$ cat src/rtl/smb_bridge_pkg.sv
package smb_bridge_pkg;
  localparam int CMD_END_BIT = 7;
  localparam int CMD_BLK_BIT = 6;
  localparam int CMD_RES_BIT = 3;
  localparam int CMD_SP_LO   = 2;
  localparam int CMD_RD_BIT  = 0;

  localparam int CFG_ABYTES  = 2;
  localparam int MEM_ABYTES  = 4;
  localparam int DATA_BYTES  = 4;
  localparam int PRM_MAX     = MEM_ABYTES + DATA_BYTES;
  localparam int ADDR_W      = 12;

  typedef enum logic [1:0] {
    SP_CFG = 2'b00,
    SP_MEM = 2'b01
  } space_e;

  localparam logic [1:0] ERR_OK = 2'b00;
  localparam logic [1:0] ERR_TA = 2'b01;

  localparam logic [7:0] ST_OK  = 8'h01;
  localparam logic [7:0] ST_TA  = 8'h10;
  localparam logic [7:0] ST_MA  = 8'h20;
  localparam logic [7:0] ST_TMO = 8'h80;

  function automatic int need_bytes(input logic [1:0] sp, input logic rd);
    int n;
    n = (sp == SP_MEM) ? MEM_ABYTES : CFG_ABYTES;
    if (!rd) n = n + DATA_BYTES;
    return n;
  endfunction
endpackage

$ cat src/rtl/smb_setup_collect.sv
module smb_setup_collect
  import smb_bridge_pkg::*;
(
  input  logic              clk,
  input  logic              rst_n,
  input  logic              frame_edge,
  input  logic              byte_vld,
  input  logic [7:0]        byte_in,
  output logic              byte_ack,
  output logic              byte_nack,
  output logic              fire_q,
  output logic              f_we,
  output logic [1:0]        f_space,
  output logic [7:0]        f_dest,
  output logic [ADDR_W-1:0] f_addr,
  output logic [31:0]       f_wdata
);
  localparam int CW = $clog2(PRM_MAX + 1);
  localparam int PW = $clog2(PRM_MAX);

  logic          seq_act_q, seq_act_d;
  logic          seq_rd_q, seq_rd_d;
  logic [1:0]    seq_sp_q, seq_sp_d;
  logic          tr_end_q, tr_end_d;
  logic          tr_blk_q, tr_blk_d;
  logic          tr_rej_q, tr_rej_d;
  logic [1:0]    pos_q, pos_d;
  logic [CW-1:0] cnt_q, cnt_d;
  logic [7:0]    prm_q [PRM_MAX];
  logic [7:0]    prm_d [PRM_MAX];
  logic          fire_d;
  logic          nack_c;

  always_comb begin
    seq_act_d = seq_act_q;
    seq_rd_d  = seq_rd_q;
    seq_sp_d  = seq_sp_q;
    tr_end_d  = tr_end_q;
    tr_blk_d  = tr_blk_q;
    tr_rej_d  = tr_rej_q;
    pos_d     = pos_q;
    cnt_d     = cnt_q;
    prm_d     = prm_q;
    fire_d    = 1'b0;
    nack_c    = 1'b0;
    if (frame_edge) begin
      pos_d    = '0;
      tr_end_d = 1'b0;
      tr_blk_d = 1'b0;
      tr_rej_d = 1'b0;
    end else if (byte_vld) begin
      if (pos_q != 2'd3) pos_d = pos_q + 2'd1;
      if (tr_rej_q) begin
        nack_c = 1'b1;
      end else if (pos_q == 2'd0) begin
        if ((seq_act_q && (byte_in[CMD_RD_BIT] != seq_rd_q)) || byte_in[CMD_RES_BIT]) begin
          nack_c    = 1'b1;
          tr_rej_d  = 1'b1;
          seq_act_d = 1'b0;
          cnt_d     = '0;
        end else begin
          seq_act_d = 1'b1;
          seq_rd_d  = byte_in[CMD_RD_BIT];
          seq_sp_d  = byte_in[CMD_SP_LO+1:CMD_SP_LO];
          tr_end_d  = byte_in[CMD_END_BIT];
          tr_blk_d  = byte_in[CMD_BLK_BIT];
          if (byte_in[CMD_END_BIT] &&
              int'(cnt_q) >= need_bytes(byte_in[CMD_SP_LO+1:CMD_SP_LO], byte_in[CMD_RD_BIT]))
            fire_d = 1'b1;
        end
      end else if (!(tr_blk_q && pos_q == 2'd1)) begin
        if (int'(cnt_q) < PRM_MAX) begin
          prm_d[cnt_q[PW-1:0]] = byte_in;
          cnt_d = cnt_q + CW'(1);
        end
        if (tr_end_q && (int'(cnt_q) + 1) >= need_bytes(seq_sp_q, seq_rd_q))
          fire_d = 1'b1;
      end
      if (fire_d) begin
        seq_act_d = 1'b0;
        cnt_d     = '0;
        tr_rej_d  = 1'b1;
      end
    end
  end

  always_ff @(posedge clk or negedge rst_n) begin
    if (!rst_n) begin
      seq_act_q <= 1'b0;
      seq_rd_q  <= 1'b0;
      seq_sp_q  <= '0;
      tr_end_q  <= 1'b0;
      tr_blk_q  <= 1'b0;
      tr_rej_q  <= 1'b0;
      pos_q     <= '0;
      cnt_q     <= '0;
      fire_q    <= 1'b0;
      for (int i = 0; i < PRM_MAX; i++) prm_q[i] <= '0;
    end else begin
      seq_act_q <= seq_act_d;
      seq_rd_q  <= seq_rd_d;
      seq_sp_q  <= seq_sp_d;
      tr_end_q  <= tr_end_d;
      tr_blk_q  <= tr_blk_d;
      tr_rej_q  <= tr_rej_d;
      pos_q     <= pos_d;
      cnt_q     <= cnt_d;
      fire_q    <= fire_d;
      prm_q     <= prm_d;
    end
  end

  assign byte_ack  = byte_vld && !frame_edge && !fire_d;
  assign byte_nack = nack_c;

  // Field extraction from the stored parameter bytes
  logic is_mem;
  assign is_mem  = (seq_sp_q == SP_MEM);
  assign f_we    = !seq_rd_q;
  assign f_space = seq_sp_q;
  assign f_dest  = is_mem ? prm_q[0] : 8'h00;
  assign f_addr  = is_mem ? {prm_q[MEM_ABYTES-2][3:0], prm_q[MEM_ABYTES-1]}
                          : {prm_q[1][3:0], prm_q[0]};

  for (genvar g = 0; g < DATA_BYTES; g++) begin : g_wd
    assign f_wdata[8*g +: 8] = is_mem ? prm_q[MEM_ABYTES + g] : prm_q[CFG_ABYTES + g];
  end

  p_fire_clears_r3: assert property (@(posedge clk) disable iff (!rst_n)
    fire_q |-> (cnt_q == '0) && !seq_act_q);
  p_reject_nacks_r8: assert property (@(posedge clk) disable iff (!rst_n)
    (tr_rej_q && byte_vld && !frame_edge) |-> byte_nack);
endmodule

$ cat src/rtl/smb_access_ctl.sv
module smb_access_ctl
  import smb_bridge_pkg::*;
#(
  parameter int TMO_CYC = 200000
) (
  input  logic              clk,
  input  logic              rst_n,
  input  logic              fire,
  input  logic              f_we,
  input  logic [1:0]        f_space,
  input  logic [7:0]        f_dest,
  input  logic [ADDR_W-1:0] f_addr,
  input  logic [31:0]       f_wdata,
  input  logic              rsp_vld,
  input  logic [1:0]        rsp_err,
  input  logic [31:0]       rsp_rdata,
  output logic              req_vld,
  output logic              req_we,
  output logic [1:0]        req_space,
  output logic [7:0]        req_dest,
  output logic [ADDR_W-1:0] req_addr,
  output logic [31:0]       req_wdata,
  output logic              busy,
  output logic              done,
  output logic              done_nack,
  output logic [7:0]        status,
  output logic [31:0]       rdata
);
  localparam int TW = $clog2(TMO_CYC + 1);

  logic              busy_q, busy_d;
  logic              rv_q, rv_d;
  logic [TW-1:0]     tcnt_q, tcnt_d;
  logic              done_q, done_d;
  logic              dn_q, dn_d;
  logic [7:0]        st_q, st_d;
  logic [31:0]       rd_q, rd_d;
  logic              we_q;
  logic [1:0]        sp_q;
  logic [7:0]        dst_q;
  logic [ADDR_W-1:0] ad_q;
  logic [31:0]       wd_q;

  always_comb begin
    busy_d = busy_q;
    rv_d   = 1'b0;
    tcnt_d = tcnt_q;
    done_d = 1'b0;
    dn_d   = 1'b0;
    st_d   = st_q;
    rd_d   = rd_q;
    if (fire) begin
      busy_d = 1'b1;
      rv_d   = 1'b1;
      tcnt_d = '0;
    end else if (busy_q) begin
      if (rsp_vld) begin
        busy_d = 1'b0;
        done_d = 1'b1;
        if (rsp_err == ERR_OK) begin
          st_d = ST_OK;
          if (!we_q) rd_d = rsp_rdata;
        end else begin
          dn_d = 1'b1;
          st_d = (rsp_err == ERR_TA) ? ST_TA : ST_MA;
        end
      end else if (int'(tcnt_q) == TMO_CYC - 1) begin
        busy_d = 1'b0;
        done_d = 1'b1;
        dn_d   = 1'b1;
        st_d   = ST_TMO;
      end else begin
        tcnt_d = tcnt_q + TW'(1);
      end
    end
  end

  always_ff @(posedge clk or negedge rst_n) begin
    if (!rst_n) begin
      busy_q <= 1'b0;
      rv_q   <= 1'b0;
      tcnt_q <= '0;
      done_q <= 1'b0;
      dn_q   <= 1'b0;
      st_q   <= '0;
      rd_q   <= '0;
    end else begin
      busy_q <= busy_d;
      rv_q   <= rv_d;
      tcnt_q <= tcnt_d;
      done_q <= done_d;
      dn_q   <= dn_d;
      st_q   <= st_d;
      rd_q   <= rd_d;
    end
  end

  always_ff @(posedge clk or negedge rst_n) begin
    if (!rst_n) begin
      we_q  <= 1'b0;
      sp_q  <= '0;
      dst_q <= '0;
      ad_q  <= '0;
      wd_q  <= '0;
    end else if (fire) begin
      we_q  <= f_we;
      sp_q  <= f_space;
      dst_q <= f_dest;
      ad_q  <= f_addr;
      wd_q  <= f_wdata;
    end
  end

  assign req_vld   = rv_q;
  assign req_we    = we_q;
  assign req_space = sp_q;
  assign req_dest  = dst_q;
  assign req_addr  = ad_q;
  assign req_wdata = wd_q;
  assign busy      = busy_q;
  assign done      = done_q;
  assign done_nack = dn_q;
  assign status    = st_q;
  assign rdata     = rd_q;

  p_fire_idle_r4: assert property (@(posedge clk) disable iff (!rst_n)
    fire |-> !busy_q);
  p_req_pulse_r4: assert property (@(posedge clk) disable iff (!rst_n)
    rv_q |=> !rv_q);
  p_tmo_bound_r7: assert property (@(posedge clk) disable iff (!rst_n)
    busy_q |-> int'(tcnt_q) < TMO_CYC);
  p_status_onehot_r6: assert property (@(posedge clk) disable iff (!rst_n)
    $onehot0(st_q));
  p_done_ends_busy_r5: assert property (@(posedge clk) disable iff (!rst_n)
    done_q |-> !busy_q && $past(busy_q));
endmodule

$ cat src/rtl/smb_read_mux.sv
module smb_read_mux
  import smb_bridge_pkg::*;
(
  input  logic        clk,
  input  logic        rst_n,
  input  logic        start,
  input  logic        rd_dir,
  input  logic        stop,
  input  logic        rd_req,
  input  logic        host_nack,
  input  logic [7:0]  status,
  input  logic [31:0] rdata,
  output logic        tx_vld,
  output logic [7:0]  tx_byte
);
  localparam int NBYTES = 1 + DATA_BYTES;
  localparam int IW     = $clog2(NBYTES + 1);

  logic          act_q, act_d;
  logic [IW-1:0] idx_q, idx_d;
  logic          tv_q, tv_d;
  logic [7:0]    tb_q, tb_d;
  logic [7:0]    sel [NBYTES];

  assign sel[0] = status;
  for (genvar g = 0; g < DATA_BYTES; g++) begin : g_sel
    assign sel[g+1] = rdata[8*g +: 8];
  end

  always_comb begin
    act_d = act_q;
    idx_d = idx_q;
    tv_d  = 1'b0;
    tb_d  = tb_q;
    if (start) begin
      act_d = rd_dir;
      idx_d = '0;
    end else if (stop || host_nack) begin
      act_d = 1'b0;
    end else if (rd_req) begin
      tv_d = 1'b1;
      tb_d = 8'hFF;
      if (act_q && int'(idx_q) < NBYTES) begin
        tb_d  = sel[idx_q];
        idx_d = idx_q + IW'(1);
      end
    end
  end

  always_ff @(posedge clk or negedge rst_n) begin
    if (!rst_n) begin
      act_q <= 1'b0;
      idx_q <= '0;
      tv_q  <= 1'b0;
      tb_q  <= 8'hFF;
    end else begin
      act_q <= act_d;
      idx_q <= idx_d;
      tv_q  <= tv_d;
      tb_q  <= tb_d;
    end
  end

  assign tx_vld  = tv_q;
  assign tx_byte = tb_q;

  p_tx_after_req_r9: assert property (@(posedge clk) disable iff (!rst_n)
    tv_q |-> $past(rd_req));
  p_idle_after_nack_r10: assert property (@(posedge clk) disable iff (!rst_n)
    (host_nack && !start) |=> !act_q);
endmodule

$ cat src/rtl/smb_reg_bridge.sv
module smb_reg_bridge
  import smb_bridge_pkg::*;
#(
  parameter int CLK_HZ = 100_000_000,
  parameter int TMO_US = 2000
) (
  input  logic        clk,
  input  logic        rst_n,
  input  logic        fe_start,
  input  logic        fe_rd_dir,
  input  logic        fe_stop,
  input  logic        fe_byte_vld,
  input  logic [7:0]  fe_byte,
  output logic        fe_ack_vld,
  output logic        fe_ack_nack,
  output logic        fe_stretch,
  input  logic        fe_rd_req,
  input  logic        fe_host_nack,
  output logic        fe_tx_vld,
  output logic [7:0]  fe_tx_byte,
  output logic        ib_req_vld,
  output logic        ib_req_we,
  output logic [1:0]  ib_req_space,
  output logic [7:0]  ib_req_dest,
  output logic [11:0] ib_req_addr,
  output logic [31:0] ib_req_wdata,
  input  logic        ib_rsp_vld,
  input  logic [1:0]  ib_rsp_err,
  input  logic [31:0] ib_rsp_rdata
);
  localparam int TMO_CYC = (CLK_HZ / 1_000_000) * TMO_US;

  // Reset: asserted asynchronously, released on the clock
  logic rs1_q, rs2_q;
  always_ff @(posedge clk or negedge rst_n) begin
    if (!rst_n) begin
      rs1_q <= 1'b0;
      rs2_q <= 1'b0;
    end else begin
      rs1_q <= 1'b1;
      rs2_q <= rs1_q;
    end
  end

  logic              b_ack, b_nack, fire;
  logic              f_we;
  logic [1:0]        f_space;
  logic [7:0]        f_dest;
  logic [ADDR_W-1:0] f_addr;
  logic [31:0]       f_wdata;
  logic              busy, done, done_nack;
  logic [7:0]        status;
  logic [31:0]       rdata;
  logic              ack_q, nack_q;

  smb_setup_collect u_collect (
    .clk        (clk),
    .rst_n      (rs2_q),
    .frame_edge (fe_start || fe_stop),
    .byte_vld   (fe_byte_vld),
    .byte_in    (fe_byte),
    .byte_ack   (b_ack),
    .byte_nack  (b_nack),
    .fire_q     (fire),
    .f_we       (f_we),
    .f_space    (f_space),
    .f_dest     (f_dest),
    .f_addr     (f_addr),
    .f_wdata    (f_wdata)
  );

  smb_access_ctl #(.TMO_CYC(TMO_CYC)) u_access (
    .clk       (clk),
    .rst_n     (rs2_q),
    .fire      (fire),
    .f_we      (f_we),
    .f_space   (f_space),
    .f_dest    (f_dest),
    .f_addr    (f_addr),
    .f_wdata   (f_wdata),
    .rsp_vld   (ib_rsp_vld),
    .rsp_err   (ib_rsp_err),
    .rsp_rdata (ib_rsp_rdata),
    .req_vld   (ib_req_vld),
    .req_we    (ib_req_we),
    .req_space (ib_req_space),
    .req_dest  (ib_req_dest),
    .req_addr  (ib_req_addr),
    .req_wdata (ib_req_wdata),
    .busy      (busy),
    .done      (done),
    .done_nack (done_nack),
    .status    (status),
    .rdata     (rdata)
  );

  smb_read_mux u_rdmux (
    .clk       (clk),
    .rst_n     (rs2_q),
    .start     (fe_start),
    .rd_dir    (fe_rd_dir),
    .stop      (fe_stop),
    .rd_req    (fe_rd_req),
    .host_nack (fe_host_nack),
    .status    (status),
    .rdata     (rdata),
    .tx_vld    (fe_tx_vld),
    .tx_byte   (fe_tx_byte)
  );

  always_ff @(posedge clk or negedge rs2_q) begin
    if (!rs2_q) begin
      ack_q  <= 1'b0;
      nack_q <= 1'b0;
    end else begin
      ack_q  <= b_ack;
      nack_q <= b_nack;
    end
  end

  assign fe_ack_vld  = ack_q || done;
  assign fe_ack_nack = ack_q ? nack_q : done_nack;
  assign fe_stretch  = fire || busy;

  p_no_ack_in_stretch_r5: assert property (@(posedge clk) disable iff (!rs2_q)
    fe_stretch |-> !fe_ack_vld);
  p_stretch_follows_fire_r5: assert property (@(posedge clk) disable iff (!rs2_q)
    $rose(ib_req_vld) |-> fe_stretch);
endmodule

$ cat config.mk
export PLATFORM = sky130hd
export DESIGN_NAME = smb_reg_bridge
export DESIGN_NICKNAME = d
export VERILOG_FILES = /design/src/rtl/smb_bridge_pkg.sv /design/src/rtl/smb_setup_collect.sv /design/src/rtl/smb_access_ctl.sv /design/src/rtl/smb_read_mux.sv /design/src/rtl/smb_reg_bridge.sv
export SDC_FILE = /design/constraint.sdc
export NUM_CORES = 1
export LEC_CHECK = 0
export ABC_AREA = 1
export BUFFER_PORTS_ARGS = -buffer_cell sky130_fd_sc_hd__buf_2
export CORE_ASPECT_RATIO = 1.5
export CORE_MARGIN = 1
export CORE_UTILIZATION = 45
export CTS_BUF_LIST = sky130_fd_sc_hd__clkbuf_2 sky130_fd_sc_hd__clkbuf_4 sky130_fd_sc_hd__clkbuf_8
export CTS_CLUSTER_DIAMETER = 40
export CTS_CLUSTER_SIZE = 20
export DETAILED_ROUTE_END_ITERATION = 16
export HOLD_SLACK_MARGIN = 0.1
export PLACE_DENSITY = 0.62
export SYNTH_ARGS = -nofsm -noshare
export SYNTH_HDL_FRONTEND = slang
export SYNTH_SLANG_ARGS = --single-unit
$ cat constraint.sdc
create_clock -name clk -period 10 [get_ports clk]
set_input_delay 2 -clock clk [delete_from_list [all_inputs] [get_ports clk]]
set_output_delay 2 -clock clk [all_outputs]
set_load 0.05 [all_outputs]
==> metrics.txt <==
Fin. Hold Viols=0; period utilization=40.4%; startpoint types=flop; Die Wd=119 um; status=complete, no violations; # hold bufs at CTS=0; Max VDD drop=146 uV; CTS root buf=clkbuf_8; required arrival time at the worst endpoint=8000 ps; Die ar.=21200 um2; final wirelength=23400 um; post-CTS resize count=0; Util after Layout=52.7%; FMAX=0.247 GHz; fillcell total=1885; drt wl/cell=16.4 um; DR iter-0 viols=441; die height=178 um; kind of critical path=reg -> out; Syn Nets=1108; # DRC=0; row count=63; Num CTS Buffers=23; ANT nets after route=0; Synth cell types=41; Core Region=19900 um2; share of the yosys chip area belonging to registers=55.2%; crit path max fanout=60; CTS HTree Levels=1; Yosys reg bits=204; GRT overflow=0; DRT Pass-1 Iters=7; Tmin final=4040 ps; Worst-Skew Late Latency=560 ps; initial antenna violation count=0; routed vias/inst=5.14; CTS tree=yes; Total GRT Usage=22.7%; largest net degree at the start of global routing=84; via count=7331; LEAKAGE=5.26 nW; Setup Viol. Count Final=0; nets=1213; RePlAce Congestion=0.867; crit path capture type=output pin; Slew @ Worst Pin=1040 ps; I/O Buffers=118; slew margin rel.=30.9%; Post-CTS Setup Inserts=0; clk sink count=204; Worst EP arrival=2040 ps; Avg Cell Area, Syn=8.88 um2; hold crit path type=reg -> async; total negative slack=0 ps; final slew viol count=0; Yosys Warn Count=0; synth-to-layout area growth=13.4%; clk buf depth=3; RSZ-0062 raised after global routing=false; ant diodes=0; DP Wirelength=15900 um; area of placed instances=9980 um2; Reg clk slew, reported paths=90 ps; first-pass GRT wire length=37800 um; Max-cap violations=0; PD cells=222 nW/um2; Mapped Cells=1044; Post-Synthesis Cell Area=9270 um2; Reg area=5120 um2; cell area after layout=10500 um2; total power=2.33 mW; Multi-input gate area=3610 um2; Initial Utilization=46.5%; vias in the first global route=7303; io pins=119; share of cells above drive strength 1=19.8%; clk_skew=36.4 ps
## critical path: stages (launching register included)
cell     delay [ps]
dfrtp_2         360
buf_4           540
nor2_1          220
inv_1            90
buf_2           260
## path summary, 6_finish.rpt
kind | start | slack (ps) | cells past startpoint | end
hold reg to reg | rs2_q | 340 | 0 | u_collect.fire_q
max in group asynchronous | rs2_q | 7330 | 2 | u_collect.prm_q[17]
setup / recovery | u_collect.fire_q | 5960 | 4 | fe_stretch
min in group clk | rs1_q | 360 | 0 | rs2_q
hold / removal | rs2_q | 340 | 0 | u_collect.fire_q
setup reg to reg | u_collect.f_space[1] | 7250 | 16 | u_collect.cnt_q[0]
## registers in the layout (all words and copies together) (netlist names), 3 cells and up
register and cells:
u_collect.prm_q 60, u_access.status 4, u_rdmux.tx_byte 8, u_access.req_wdata 32
u_access.rdata 32, u_collect.cnt_q 4, u_access.req_dest 8, u_access.tcnt_q 18
u_access.req_addr 12, u_rdmux.idx_q 3
## routing by layer
metal  global-route usage (%)  routed length, um  up-vias  share of wire [%]
li1                         -                  -     3613                  -
met1                     26.7               9540     3534                 41
met2                     42.6              12500      161                 53
met3                     3.18                922       23                3.9
met4                     6.49                423        0                1.8
met5                        0                  0        -                  0
## metrics by stage
| stage | std cells | hold WS (ps) | setup slack (ps) |
|---|---|---|---|
| 4_1_cts | 1425 | 360 | 5890 |
| 5_1_grt | 1425 | 374 | 5810 |
| 3_3_place_gp | 1384 | 337 | 5880 |
| 6_report | 1425 | 335 | 5960 |
| 2_1_floorplan | 1044 | 331 | 3910 |
| 3_5_place_dp | 1384 | 340 | 5800 |
## synth_stat cells
| cell type | n | share of area, % |
|---|---|---|
| o21a_1 | 2 | 0.16 |
| buf_1 | 10 | 0.40 |
| nand4_1 | 5 | 0.34 |
| a21oi_1 | 113 | 6.1 |
| conb_1 | 1 | 0.040 |
| nand3_2 | 1 | 0.11 |
| inv_1 | 77 | 3.1 |
| nor2_1 | 113 | 4.6 |
| nor3_2 | 1 | 0.11 |
| o21ai_0 | 38 | 2.1 |
| clkbuf_1 | 17 | 0.69 |
| o21ai_2 | 13 | 1.2 |
| nand2_2 | 4 | 0.27 |
| buf_4 | 3 | 0.24 |
| o211ai_1 | 4 | 0.32 |
| dfstp_2 | 8 | 2.3 |
| nand2_4 | 5 | 0.61 |
| buf_6 | 9 | 1.1 |
| nand4_2 | 1 | 0.13 |
| a22oi_1 | 1 | 0.081 |
| nor2_2 | 1 | 0.068 |
| inv_2 | 3 | 0.12 |
| a31oi_1 | 6 | 0.40 |
| nor3_1 | 8 | 0.43 |
| clkinv_1 | 1 | 0.040 |
| o22ai_1 | 1 | 0.068 |
| buf_2 | 4 | 0.22 |
| a211oi_1 | 1 | 0.081 |
| o21ai_1 | 45 | 2.4 |
| or2_2 | 3 | 0.20 |
| a2bb2oi_1 | 3 | 0.28 |
| mux2_2 | 20 | 2.4 |
| ha_1 | 13 | 1.8 |
| nand3_1 | 44 | 2.4 |
| xor2_1 | 12 | 1.1 |
| nor2_4 | 2 | 0.24 |
| o22a_1 | 3 | 0.28 |
| nand2_1 | 249 | 10 |
| dfrtp_1 | 196 | 53 |
| nor2_8 | 2 | 0.43 |
| nand3b_1 | 1 | 0.081 |
## cells in the final DEF, fill, tap and decap left out, types with 5 or more instances in the layout
| master | netlist | routed |
|---|---|---|
| a21oi_1 | 113 | 113 |
| a31oi_1 | 6 | 6 |
| buf_2 | 4 | 118 |
| buf_4 | 3 | 5 |
| clkbuf_8 | 0 | 23 |
| dfrtp_1 | 196 | 194 |
| dfstp_2 | 8 | 8 |
| ha_1 | 13 | 13 |
| inv_1 | 77 | 76 |
| mux2_2 | 20 | 20 |
| nand2_1 | 249 | 249 |
| nand2_4 | 5 | 5 |
| nand3_1 | 44 | 44 |
| nand4_1 | 5 | 5 |
| nor2_1 | 113 | 113 |
| nor3_1 | 8 | 8 |
| o21ai_0 | 38 | 38 |
| o21ai_1 | 45 | 45 |
| o21ai_2 | 13 | 13 |
| xor2_1 | 12 | 12 |
## where the power goes
part | leakage [nW] | switching, mW | internal, mW | total (mW)
Clock | 0.259 | 0.340 | 0.297 | 0.637
Combinational | 2.37 | 0.496 | 0.147 | 0.643
Sequential | 2.63 | 0.0972 | 0.953 | 1.05
Total | 5.26 | 0.933 | 1.40 | 2.33
## final cells by class
| cell class | count | share of cell area (%) |
|---|---|---|
| multi-input cells | 716 | 34.3 |
| clock inverters | 16 | 1.85 |
| inverters | 81 | 2.89 |
| well taps | 260 | 3.10 |
| clock buffers | 25 | 3.15 |
| repair buffers | 123 | 5.98 |
| flip-flops and latches | 204 | 48.7 |
## cells by family (layout without fill, tap and decap cells)
| group | count (synthesis) | after routing | share of synthesized area, % |
|---|---|---|---|
| buf+inv | 124 | 245 | 5.92 |
| compound gates | 230 | 230 | 13.5 |
| mux | 20 | 20 | 2.43 |
| fa+ha+maj | 13 | 13 | 1.75 |
| flops | 204 | 204 | 55.2 |
| xor+xnor | 12 | 12 | 1.13 |
| other cells | 1 | 1 | 0.0404 |
| simple gates | 440 | 440 | 20.1 |
No activity file was read; power rests on OpenSTA's default activity.
